[config.mk]
export PLATFORM = sky130hd
export DESIGN_NAME = stream_snoop_filter
export DESIGN_NICKNAME = d
export VERILOG_FILES = /design/src/rtl/srf_pkg.sv /design/src/rtl/srf_match.sv /design/src/rtl/srf_alloc.sv /design/src/rtl/srf_wrap_detect.sv /design/src/rtl/stream_snoop_filter.sv
export SDC_FILE = /design/constraint.sdc
export NUM_CORES = 1
export LEC_CHECK = 0
export ABC_AREA = 0
export BUFFER_PORTS_ARGS = -buffer_cell sky130_fd_sc_hd__buf_2
export CORE_ASPECT_RATIO = 1.4
export CORE_MARGIN = 2
export CORE_UTILIZATION = 55
export CTS_BUF_LIST = sky130_fd_sc_hd__clkbuf_8
export CTS_CLUSTER_DIAMETER = 120
export CTS_CLUSTER_SIZE = 30
export DETAILED_ROUTE_END_ITERATION = 12
export PLACE_DENSITY_LB_ADDON = 0.15
export SLEW_MARGIN = 20
export SYNTH_ARGS = -nofsm -noshare
export SYNTH_HDL_FRONTEND = slang
export SYNTH_SLANG_ARGS = --single-unit
[constraint.sdc]
create_clock -name clk -period 14.3 [get_ports clk]
set_input_delay 0.715 -clock clk [delete_from_list [all_inputs] [get_ports clk]]
set_output_delay 0.715 -clock clk [all_outputs]
set_load 0.02 [all_outputs]
[src/rtl/srf_pkg.sv]
// Package: shared definitions for the stream register snoop filter.
// Assumes nothing beyond IEEE 1800-2017.
package srf_pkg;

    // Kind of update a fill causes in the active register bank.
    typedef enum logic [1:0] {
        FILL_NONE  = 2'd0,   // already covered, no change
        FILL_LOAD  = 2'd1,   // load an empty register exactly
        FILL_MERGE = 2'd2    // widen an existing register
    } fill_action_e;

endpackage

[src/rtl/srf_match.sv]
// Module: srf_match
// Decides whether an address falls inside any valid register of one bank.
// A register covers an address when they agree on all mask-one bit positions.
// Assumes: purely combinational, with packed arrays indexed by register number.
module srf_match #(
    parameter int ADDR_W   = 16,
    parameter int NUM_REGS = 4
) (
    input  logic [NUM_REGS-1:0]             reg_valid,
    input  logic [NUM_REGS-1:0][ADDR_W-1:0] reg_base,
    input  logic [NUM_REGS-1:0][ADDR_W-1:0] reg_mask,
    input  logic [ADDR_W-1:0]               addr,
    output logic                            hit
);

    logic [NUM_REGS-1:0] per_reg_hit;

    // One comparator per register.
    for (genvar g = 0; g < NUM_REGS; g++) begin : g_cmp
        assign per_reg_hit[g] = reg_valid[g] &&
                                (((reg_base[g] ^ addr) & reg_mask[g]) == '0);
    end

    // Any covering register makes the address a possible hit.
    assign hit = |per_reg_hit;

endmodule

[src/rtl/srf_alloc.sv]
// Module: srf_alloc
// Decides how a fill updates the active bank. If a valid register already
// covers the fill, nothing changes. Otherwise the lowest empty register is
// loaded. With no empty register, the fill merges into the register needing
// the fewest mask bits cleared, with ties going to the lower index.
// Assumes: combinational only; the caller applies the result on its edge.
module srf_alloc
    import srf_pkg::*;
#(
    parameter int ADDR_W   = 16,
    parameter int NUM_REGS = 4,
    localparam int IDX_W   = (NUM_REGS > 1) ? $clog2(NUM_REGS) : 1,
    localparam int COST_W  = $clog2(ADDR_W + 2)
) (
    input  logic [NUM_REGS-1:0]             reg_valid,
    input  logic [NUM_REGS-1:0][ADDR_W-1:0] reg_base,
    input  logic [NUM_REGS-1:0][ADDR_W-1:0] reg_mask,
    input  logic [ADDR_W-1:0]               addr,
    output fill_action_e                    action,
    output logic [IDX_W-1:0]                tgt_idx,
    output logic [ADDR_W-1:0]               new_base,
    output logic [ADDR_W-1:0]               new_mask
);

    logic [NUM_REGS-1:0][COST_W-1:0] cost;
    logic [ADDR_W-1:0]               diff [NUM_REGS];

    // Count mask bits each register would lose to absorb the fill.
    always_comb begin
        for (int i = 0; i < NUM_REGS; i++) begin
            diff[i] = (reg_base[i] ^ addr) & reg_mask[i];
            cost[i] = '0;
            for (int b = 0; b < ADDR_W; b++) begin
                cost[i] = cost[i] + COST_W'(diff[i][b]);
            end
        end
    end

    logic              covered;
    logic              have_empty;
    logic [IDX_W-1:0]  empty_idx;
    logic [IDX_W-1:0]  best_idx;
    logic [COST_W-1:0] best_cost;

    // Find coverage, the first empty slot and the cheapest valid register.
    always_comb begin
        covered    = 1'b0;
        have_empty = 1'b0;
        empty_idx  = '0;
        best_idx   = '0;
        best_cost  = COST_W'(ADDR_W + 1);
        for (int i = 0; i < NUM_REGS; i++) begin
            if (reg_valid[i]) begin
                if (cost[i] == '0) covered = 1'b1;
                if (cost[i] < best_cost) begin
                    best_cost = cost[i];
                    best_idx  = IDX_W'(i);
                end
            end else if (!have_empty) begin
                have_empty = 1'b1;
                empty_idx  = IDX_W'(i);
            end
        end
    end

    // Form the update for the chosen register.
    always_comb begin
        action   = FILL_NONE;
        tgt_idx  = '0;
        new_base = addr;
        new_mask = '1;
        if (covered) begin
            action = FILL_NONE;
        end else if (have_empty) begin
            action  = FILL_LOAD;
            tgt_idx = empty_idx;
        end else begin
            action   = FILL_MERGE;
            tgt_idx  = best_idx;
            new_base = reg_base[best_idx];
            new_mask = reg_mask[best_idx] & ~(reg_base[best_idx] ^ addr);
        end
    end

    // a merge may only clear mask bits, never set them
    always_comb begin
        if (action == FILL_MERGE) begin
            merge_shrinks_chk: assert ((new_mask & ~reg_mask[tgt_idx]) == '0);
        end
    end

endmodule

[src/rtl/srf_wrap_detect.sv]
// Module: srf_wrap_detect
// Keeps one replacement counter per cache set, each saturating at ways+1.
// It signals a wrap on the edge where the last counter saturates, and
// clears all counters on that edge.
// Assumes: the cache replaces round-robin within a set, and set indices
// at or beyond NUM_SETS are never presented.
module srf_wrap_detect #(
    parameter int NUM_SETS = 8,
    parameter int NUM_WAYS = 4,
    localparam int SET_W   = (NUM_SETS > 1) ? $clog2(NUM_SETS) : 1,
    localparam int CNT_W   = $clog2(NUM_WAYS + 2)
) (
    input  logic             clk,
    input  logic             rst_n,
    input  logic             repl_valid,
    input  logic [SET_W-1:0] repl_set,
    output logic             wrap
);

    localparam logic [CNT_W-1:0] SAT = CNT_W'(NUM_WAYS + 1);

    logic [NUM_SETS-1:0][CNT_W-1:0] cnt_q;
    logic [NUM_SETS-1:0][CNT_W-1:0] cnt_d;
    logic                           all_sat;

    // Next counter values, and whether all counters saturate with this event.
    always_comb begin
        all_sat = 1'b1;
        for (int s = 0; s < NUM_SETS; s++) begin
            cnt_d[s] = cnt_q[s];
            if (repl_valid && (repl_set == SET_W'(s)) && (cnt_q[s] != SAT)) begin
                cnt_d[s] = cnt_q[s] + 1'b1;
            end
            if (cnt_d[s] != SAT) all_sat = 1'b0;
        end
    end

    // A wrap needs a replacement on this cycle that completes saturation.
    assign wrap = repl_valid && all_sat;

    // Counter state, cleared at reset and at each wrap.
    always_ff @(posedge clk) begin
        if (!rst_n)     cnt_q <= '0;
        else if (wrap)  cnt_q <= '0;
        else            cnt_q <= cnt_d;
    end

    for (genvar g = 0; g < NUM_SETS; g++) begin : g_bound

        cnt_bound_chk: assert property (@(posedge clk) disable iff (!rst_n)
            cnt_q[g] <= SAT);
    end


    wrap_needs_repl_chk: assert property (@(posedge clk) disable iff (!rst_n)
        wrap |-> repl_valid);

endmodule

[src/rtl/stream_snoop_filter.sv]
// Module: stream_snoop_filter (top)
// Summarises the lines held by a cache with an active and a shadow bank of
// base/mask stream registers, and answers snoops one cycle later with
// "may be present" or "definitely absent". A cache wrap moves the active
// bank into the shadow bank and clears the active bank.
// Assumes: fill, replacement and snoop events each last one cycle;
// synchronous active-low reset.
module stream_snoop_filter
    import srf_pkg::*;
#(
    parameter int ADDR_W   = 16,
    parameter int NUM_REGS = 4,
    parameter int NUM_SETS = 8,
    parameter int NUM_WAYS = 4,
    localparam int SET_W   = (NUM_SETS > 1) ? $clog2(NUM_SETS) : 1,
    localparam int IDX_W   = (NUM_REGS > 1) ? $clog2(NUM_REGS) : 1
) (
    input  logic              clk,
    input  logic              rst_n,
    input  logic              fill_valid,
    input  logic [ADDR_W-1:0] fill_addr,
    input  logic              repl_valid,
    input  logic [SET_W-1:0]  repl_set,
    input  logic              snoop_valid,
    input  logic [ADDR_W-1:0] snoop_addr,
    output logic              snoop_resp_valid,
    output logic              snoop_may_hit
);

    logic [NUM_REGS-1:0]             act_valid, shd_valid;
    logic [NUM_REGS-1:0][ADDR_W-1:0] act_base, act_mask;
    logic [NUM_REGS-1:0][ADDR_W-1:0] shd_base, shd_mask;

    logic              wrap;
    logic              hit_act, hit_shd;
    fill_action_e      action;
    logic [IDX_W-1:0]  tgt_idx;
    logic [ADDR_W-1:0] new_base, new_mask;

    srf_wrap_detect #(.NUM_SETS(NUM_SETS), .NUM_WAYS(NUM_WAYS)) u_wrap (
        .clk        (clk),
        .rst_n      (rst_n),
        .repl_valid (repl_valid),
        .repl_set   (repl_set),
        .wrap       (wrap)
    );

    srf_match #(.ADDR_W(ADDR_W), .NUM_REGS(NUM_REGS)) u_match_act (
        .reg_valid (act_valid),
        .reg_base  (act_base),
        .reg_mask  (act_mask),
        .addr      (snoop_addr),
        .hit       (hit_act)
    );

    srf_match #(.ADDR_W(ADDR_W), .NUM_REGS(NUM_REGS)) u_match_shd (
        .reg_valid (shd_valid),
        .reg_base  (shd_base),
        .reg_mask  (shd_mask),
        .addr      (snoop_addr),
        .hit       (hit_shd)
    );

    srf_alloc #(.ADDR_W(ADDR_W), .NUM_REGS(NUM_REGS)) u_alloc (
        .reg_valid (act_valid),
        .reg_base  (act_base),
        .reg_mask  (act_mask),
        .addr      (fill_addr),
        .action    (action),
        .tgt_idx   (tgt_idx),
        .new_base  (new_base),
        .new_mask  (new_mask)
    );

    // Register banks: wrap rotates the banks; otherwise a fill updates one entry.
    always_ff @(posedge clk) begin
        if (!rst_n) begin
            act_valid <= '0;
            act_base  <= '0;
            act_mask  <= '0;
            shd_valid <= '0;
            shd_base  <= '0;
            shd_mask  <= '0;
        end else if (wrap) begin
            shd_valid <= act_valid;
            shd_base  <= act_base;
            shd_mask  <= act_mask;
            act_valid <= '0;
            if (fill_valid) begin
                act_valid[0] <= 1'b1;
                act_base[0]  <= fill_addr;
                act_mask[0]  <= '1;
            end
        end else if (fill_valid && (action != FILL_NONE)) begin
            act_valid[tgt_idx] <= 1'b1;
            act_base[tgt_idx]  <= new_base;
            act_mask[tgt_idx]  <= new_mask;
        end
    end

    // Snoop answer, registered one cycle after the query.
    always_ff @(posedge clk) begin
        if (!rst_n) begin
            snoop_resp_valid <= 1'b0;
            snoop_may_hit    <= 1'b0;
        end else begin
            snoop_resp_valid <= snoop_valid;
            snoop_may_hit    <= snoop_valid && (hit_act || hit_shd);
        end
    end


    reset_empty_chk: assert property (@(posedge clk) disable iff (!rst_n)
        $rose(rst_n) |-> (act_valid == '0) && (shd_valid == '0));


    resp_follows_chk: assert property (@(posedge clk) disable iff (!rst_n)
        snoop_valid |=> snoop_resp_valid);


    resp_only_after_chk: assert property (@(posedge clk) disable iff (!rst_n)
        !snoop_valid |=> !snoop_resp_valid);


    fill_keeps_count_chk: assert property (@(posedge clk) disable iff (!rst_n)
        (fill_valid && !wrap) |=> $countones(act_valid) >= $past($countones(act_valid)));


    wrap_clears_act_chk: assert property (@(posedge clk) disable iff (!rst_n)
        wrap |=> $countones(act_valid) <= 1);


    absent_means_nomatch_chk: assert property (@(posedge clk) disable iff (!rst_n)
        (snoop_resp_valid && !snoop_may_hit) |-> $past(!hit_act && !hit_shd));

endmodule

==> flow_summary_export.csv, run 1 <==
group,metric,value,unit
synthesis,synthMuxAreaShare,0.926,%
global_route,grt_usage,37.7,%
synthesis,synthSimpleGateAreaFrac,17.0,%
die,core,0.0309,mm2
drt,drt-wirelength-per-cell,26.5,um
synthesis,synth_compound_area_share,25.2,%
placement,port-buffer-count,41,
drt,drc_errors,0,
clock_network,htree_levels,1,
clock_network,clk_path_buf_depth,3,
timing,maxSlewHeadroom,29.5,%
clock_network,clkSinkCount,290,
synthesis,syn_nets,2155,
timing,skew,0.0574,ns
timing,finalHoldViolations,0,
synthesis,syn_inst,2027,
timing,fin_crit_sh,88.2,%
layout,mostFrequentLayoutCell,"nand2_1",
synthesis,syn_area,0.0173,mm2
pwr,finalPower,2.78,mW
timing,fin_crit,12.61,ns
flow_run,maxCapViolCount,0,
clock_network,post-cts-setup-buffer-count,0,
timing,fin_ws,1.69,ns
timing,finalMaxSlewViolations,0,
pwr,internal_power,1.49,mW
placement,place_area,0.0176,mm2
die,initial_core_util,56.0,%
global_route,grt_pass1_wl,92200,um
synthesis,synth-edff-count,0,
worst_setup_path,end_kind,"flip-flop",
pwr,power_leakage,6.99,nW
synthesis,ys_seq_elements,290,
worst_setup_path,start_kind,"flip-flop",
global_route,antenna_found_initial,4,
clock_network,cts_buffers,13,
drt,vias,15200,
clock_network,postCtsResizedCells,0,
drt,first_pass_iters,6,
global_route,grt_pass1_vias,14300,
timing,rsz0062_at_grt,"false",
synthesis,async_flop_share,0,%
worst_setup_path,crit_buf_inv,2,
layout,final_cell_mix,"475 x nand2_1, 290 x dfxtp_1, 198 x xor2_1",
drt,drt_wl_total,62600,um
worst_setup_path,crit_path_frequent_cell,"fa_1",
worst_setup_path,cpMaxStageDelayCell,"nand2_1",
synthesis,yosysWarningCount,0,
worst_setup_path,criticalPathCategory,"flip-flop to flip-flop",
run_status,outcome,"finished, final reports clean",
drt,vias_per_cell,6.44,
global_route,gr-total-overflow,0,
placement,dp_cells,2339,
worst_setup_path,worstPathRequired,14.79,ns
worst_setup_path,critical_path.top_delay_family,"compound AO/OA/AOI/OAI gates",
die,chipWidth,154,um
clock_network,clk_latency,0.63,ns
drt,drt_iter0_drc,1534,
clock_network,holdBufCountCts,0,
worst_setup_path,worstPathArrival,13.10,ns
layout,area.growth.synth_to_final,3.09,%
synthesis,seq_area_frac_synth,33.6,%
worst_setup_path,rrSetupSlack,1.69,ns
worst_hold_path,hold_path_class,"input pin to flip-flop",
placement,pre_cts_ws,1.41,ns
synthesis,yosys.cell_types.count,79,
global_route,grt_max_degree,108,
pwr,power_frac_comb,48.7,%
pwr,seqPwrFrac,38.5,%
clock_network,root_buffer,"clkbuf_8",
placement,dp_hpwl,44300,um
pwr,power_frac_clock,12.7,%
layout,num-nets-final,2092,
die,fp-row-count,76,
timing,hold_ws,0.453,ns
placement,place_congestion,1.02,
worst_setup_path,cp_max_fo,18,
pwr,peakVddDrop,150,uV
clock_network,cts.reportedPaths.clkPinSlew,0.18,ns
layout,fin_util,57.7,%
pwr,p_sw,1.29,mW
timing,tightestPinTransition,1.05,ns
synthesis,synthXorXnorAreaFrac,10.4,%
clock_network,cts_tree,"built",
synthesis,synth_top_family_by_area,"compound AO/OA/AOI/OAI gates",
layout,drive_gt1_share,9.01,%
pwr,netSwitchingFraction,46.5,%
pwr,p_per_area,156,mW/mm2
timing,finalSetupViolations,0,
synthesis,synthAdderAreaFrac,8.10,%
die,ios,42,
drt,ant_nets,0,
worst_setup_path,max_stage_delay,0.74,ns
synthesis,synth_flop_cell,"dfxtp_1",
layout,final_cells,2360,
timing,tns,0,ns
die,die-area,0.0329,mm2
layout,stdcell_area,0.0178,mm2
die,die_h,214,um
timing,fmax,79.3,MHz
synthesis,syn_avg_cell_area,8.53,um2
==> cell usage after synthesis (7+ instances only) <==
cell,number,share of area [%]
a22o_1,7,0.35
a221oi_1,7,0.35
nand3_1,11,0.32
xnor2_1,7,0.35
buf_2,28,0.81
o221a_2,52,3.4
ha_1,48,3.5
a21oi_1,66,1.9
nor2b_1,7,0.25
dfxtp_1,290,34
a31oi_1,28,1.0
nor3_1,7,0.20
nand2_1,475,10
o21ai_0,42,1.2
and2_1,23,0.83
a221o_1,15,0.87
fa_1,40,4.6
a211o_1,16,0.81
nand4_1,21,0.76
xor2_1,198,10
a211oi_1,12,0.52
o221a_1,8,0.52
nor2_1,57,1.2
mux2i_1,16,0.93
clkbuf_1,105,2.3
a22oi_1,53,2.3
inv_1,60,1.3
and3_1,22,0.80
a211oi_2,11,0.80
a21boi_0,181,7.9
a222oi_1,9,0.52
==> logic make-up after synthesis <==
kind of cell               Yosys count
muxes                               16
DFF                                290
and+or+nand+nor                    665
buffers and inverters              203
xor gates and xnor gates           205
adders and majority gates           88
AOI/OAI and AO/OA                  560
==> power by group through the flow <==
stage               sequential (mW)  clock [mW]  combinational [mW]
finish                         1.07       0.355                1.36
global route                   1.08       0.379                1.46
CTS                            1.06       0.356                1.33
detailed placement             1.08           0                1.32
global placement               1.08           0                1.31
floorplan                     0.994           0               0.972
==> sequential cells by signal, indices dropped and copies added, names as in the netlist <==
| signal | count |
|---|---|
| act_base | 64 |
| act_mask | 64 |
| shd_base | 64 |
| shd_mask | 64 |
| u_wrap.cnt_q | 24 |
| act_valid | 4 |
| shd_valid | 4 |
| snoop_may_hit | 1 |
| snoop_resp_valid | 1 |
==> final cells by class <==
class | count | area [um2]
multi-input combinational | 1534 | 10700
inverter | 60 | 225
clock inverter | 2 | 16.3
sequential | 290 | 5810
timing repair buffer | 65 | 392
antenna | 5 | 12.5
clock buffer | 14 | 193
tap | 390 | 488
fill | 2892 | 13100
==> per-layer routing <==
| metal | global-route usage, % | part of all wire, % | vias to the layer above |
|---|---|---|---|
| met4 | 24.3 | 7.5 | 0 |
| met1 | 46.3 | 38 | 7289 |
| met5 | 0 | 0 | - |
| met2 | 62.1 | 46 | 757 |
| met3 | 5.70 | 8.2 | 224 |
| li1 | - | - | 6930 |
==> path summary, 6_finish.rpt <==
path                startpoint  cells after the start          endpoint
hold / removal     snoop_valid                      2  snoop_resp_valid
hold reg to reg   shd_mask[57]                      2      shd_mask[57]
setup / recovery   act_base[0]                     38      act_mask[29]
setup reg to reg   act_base[0]                     38      act_mask[29]
Power figures use the tool's default switching activity.
==> run 2, diff against run 1 <==
--- a/config.mk
+++ b/config.mk
@@ -15,6 +15,8 @@
 export CTS_CLUSTER_SIZE = 30
 export DETAILED_ROUTE_END_ITERATION = 12
 export PLACE_DENSITY_LB_ADDON = 0.15
+export RECOVER_POWER = 100
+export SETUP_SLACK_MARGIN = 0.2
 export SLEW_MARGIN = 20
 export SYNTH_ARGS = -nofsm -noshare
 export SYNTH_HDL_FRONTEND = slang
==> flow_summary_export.csv, run 2 (synthesis results as in run 1) <==
group,metric,value,unit
layout,num-nets-final,2092,
drt,ant_nets,0,
placement,place_area,0.0176,mm2
pwr,seqPwrFrac,38.7,%
worst_setup_path,start_kind,"flip-flop",
clock_network,htree_levels,1,
drt,vias,15300,
layout,stdcell_area,0.0177,mm2
worst_setup_path,endpoint,"act_base[50]",
drt,vias_per_cell,6.48,
die,fp-row-count,76,
pwr,netSwitchingFraction,46.5,%
placement,dp_hpwl,44300,um
clock_network,clk_path_buf_depth,3,
worst_setup_path,crit_path_frequent_cell,"fa_1",
clock_network,clk_latency,0.63,ns
pwr,internal_power,1.48,mW
layout,area.growth.synth_to_final,2.64,%
worst_setup_path,cp_max_fo,18,
timing,fin_crit,13.11,ns
worst_setup_path,end_kind,"flip-flop",
layout,drive_gt1_share,8.09,%
pwr,power_frac_comb,48.5,%
worst_setup_path,max_stage_delay,0.77,ns
timing,fmax,76.3,MHz
placement,port-buffer-count,41,
worst_setup_path,cpMaxStageDelayCell,"nand2_1",
pwr,power_frac_clock,12.8,%
global_route,grt_pass1_wl,92200,um
timing,tightestPinTransition,4.14,ns
timing,tns,0,ns
drt,first_pass_iters,6,
global_route,gr-total-overflow,0,
clock_network,post-cts-setup-buffer-count,0,
worst_setup_path,critPathLaunch,"act_base[0]",
timing,finalSetupViolations,0,
placement,dp_cells,2339,
placement,place_congestion,1.02,
worst_setup_path,reg2reg_from,"act_base[0]",
die,initial_core_util,56.0,%
die,die-area,0.0329,mm2
die,chipWidth,154,um
clock_network,cts_tree,"built",
worst_setup_path,worstPathRequired,14.80,ns
timing,hold_ws,0.479,ns
clock_network,holdBufCountCts,0,
clock_network,cts.reportedPaths.clkPinSlew,0.18,ns
timing,finalMaxSlewViolations,413,
run_status,outcome,"complete, but fails checks",
timing,rsz0062_at_grt,"false",
timing,finalHoldViolations,0,
pwr,peakVddDrop,150,uV
die,core,0.0309,mm2
clock_network,cts_buffers,13,
timing,skew,0.0578,ns
layout,fillCellCount,2906,
global_route,grt_max_degree,108,
clock_network,postCtsResizedCells,0,
drt,drt_iter0_drc,1513,
worst_setup_path,criticalPathCategory,"flip-flop to flip-flop",
timing,fin_crit_sh,91.7,%
worst_setup_path,rrSetupSlack,1.19,ns
global_route,antenna_found_initial,4,
pwr,p_sw,1.29,mW
die,die_h,214,um
drt,drt_wl_total,62800,um
pwr,power_leakage,6.94,nW
drt,drt-wirelength-per-cell,26.6,um
pwr,p_per_area,156,mW/mm2
worst_hold_path,hold_path_class,"flip-flop to flip-flop",
layout,mostFrequentLayoutCell,"nand2_1",
flow_run,maxCapViolCount,5,
drt,drc_errors,0,
worst_setup_path,rr_worst_depth,39,
worst_setup_path,worstPathArrival,13.61,ns
timing,maxSlewHeadroom,-176,%
die,ios,42,
clock_network,clkSinkCount,290,
layout,final_cells,2359,
global_route,grt_usage,37.7,%
global_route,grt_pass1_vias,14300,
clock_network,root_buffer,"clkbuf_8",
run_status,violations,"max-capacitance violations, max-slew violations",
worst_setup_path,r2r_end,"act_base[50]",
layout,final_cell_mix,"475 x nand2_1, 290 x dfxtp_1, 198 x xor2_1",
[run 2: cell types whose count changed in the layout (fill, tap and decap cells not counted), sizes merged]
cell and change:
clkbuf +10, buf -10, diode -1
[run 2: final cells by class]
| class | count | area (um2) | area share [%] |
|---|---|---|---|
| clock inverter | 2 | 16.3 | 0.0916 |
| clock buffer | 14 | 193 | 1.09 |
| sequential | 290 | 5810 | 32.7 |
| timing repair buffer | 65 | 357 | 2.01 |
| inverter | 60 | 225 | 1.27 |
| tap | 390 | 488 | 2.75 |
| antenna | 4 | 10.0 | 0.0564 |
| multi-input combinational | 1534 | 10700 | 60.0 |
[run 2: metal layers]
metal / share of wire (%) / vias to the layer above / global-route usage, %
li1: - / 6917 / -
met1: 38 / 7377 / 46.3
met2: 45 / 755 / 62.1
met4: 7.8 / 0 / 24.3
met5: 0 / - / 0
met3: 8.3 / 239 / 5.70
[run 2: critical path, delay by kind of cell, from the launching register on]
| family | cells | cell delay (ns) |
|---|---|---|
| and+or+nand+nor | 11 | 3.88 |
| xor gates and xnor gates | 1 | 0.16 |
| DFF | 1 | 0.50 |
| adders and majority gates | 10 | 3.88 |
| AOI/OAI and AO/OA | 14 | 3.84 |
| buffers and inverters | 3 | 0.73 |
[run 2: worst min path at each step]
stage / from / endpoint / slack, ns / cells after the start
final: shd_mask[60] / shd_mask[60] / 0.48 / 2
after global routing: shd_mask[17] / shd_mask[17] / 0.50 / 2
after CTS: snoop_valid / snoop_resp_valid / 0.45 / 2
after detailed placement: shd_mask[60] / shd_mask[60] / 0.46 / 2
after global placement: shd_mask[22] / shd_mask[22] / 0.45 / 2
after floorplan: shd_mask[17] / shd_mask[17] / 0.44 / 2
[run 2: power by group through the flow]
stage	registers [mW]	clock network, mW	logic [mW]
2_1_floorplan	0.994	0	0.972
3_3_place_gp	1.08	0	1.31
3_5_place_dp	1.08	0	1.32
4_1_cts	1.06	0.356	1.33
5_1_grt	1.07	0.379	1.45
6_report	1.07	0.356	1.34
[run 2: metrics by stage]
| step | power, mW | util (%) | setup WS [ns] |
|---|---|---|---|
| 6_report | 2.77 | 57.4 | 1.19 |
| 5_1_grt | 2.90 | 57.4 | 0.529 |
| 4_1_cts | 2.75 | 57.6 | 1.85 |
| 3_5_place_dp | 2.40 | 57.0 | 1.41 |
| 3_3_place_gp | 2.39 | 57.0 | 1.66 |
| 2_1_floorplan | 1.97 | - | 3.20 |
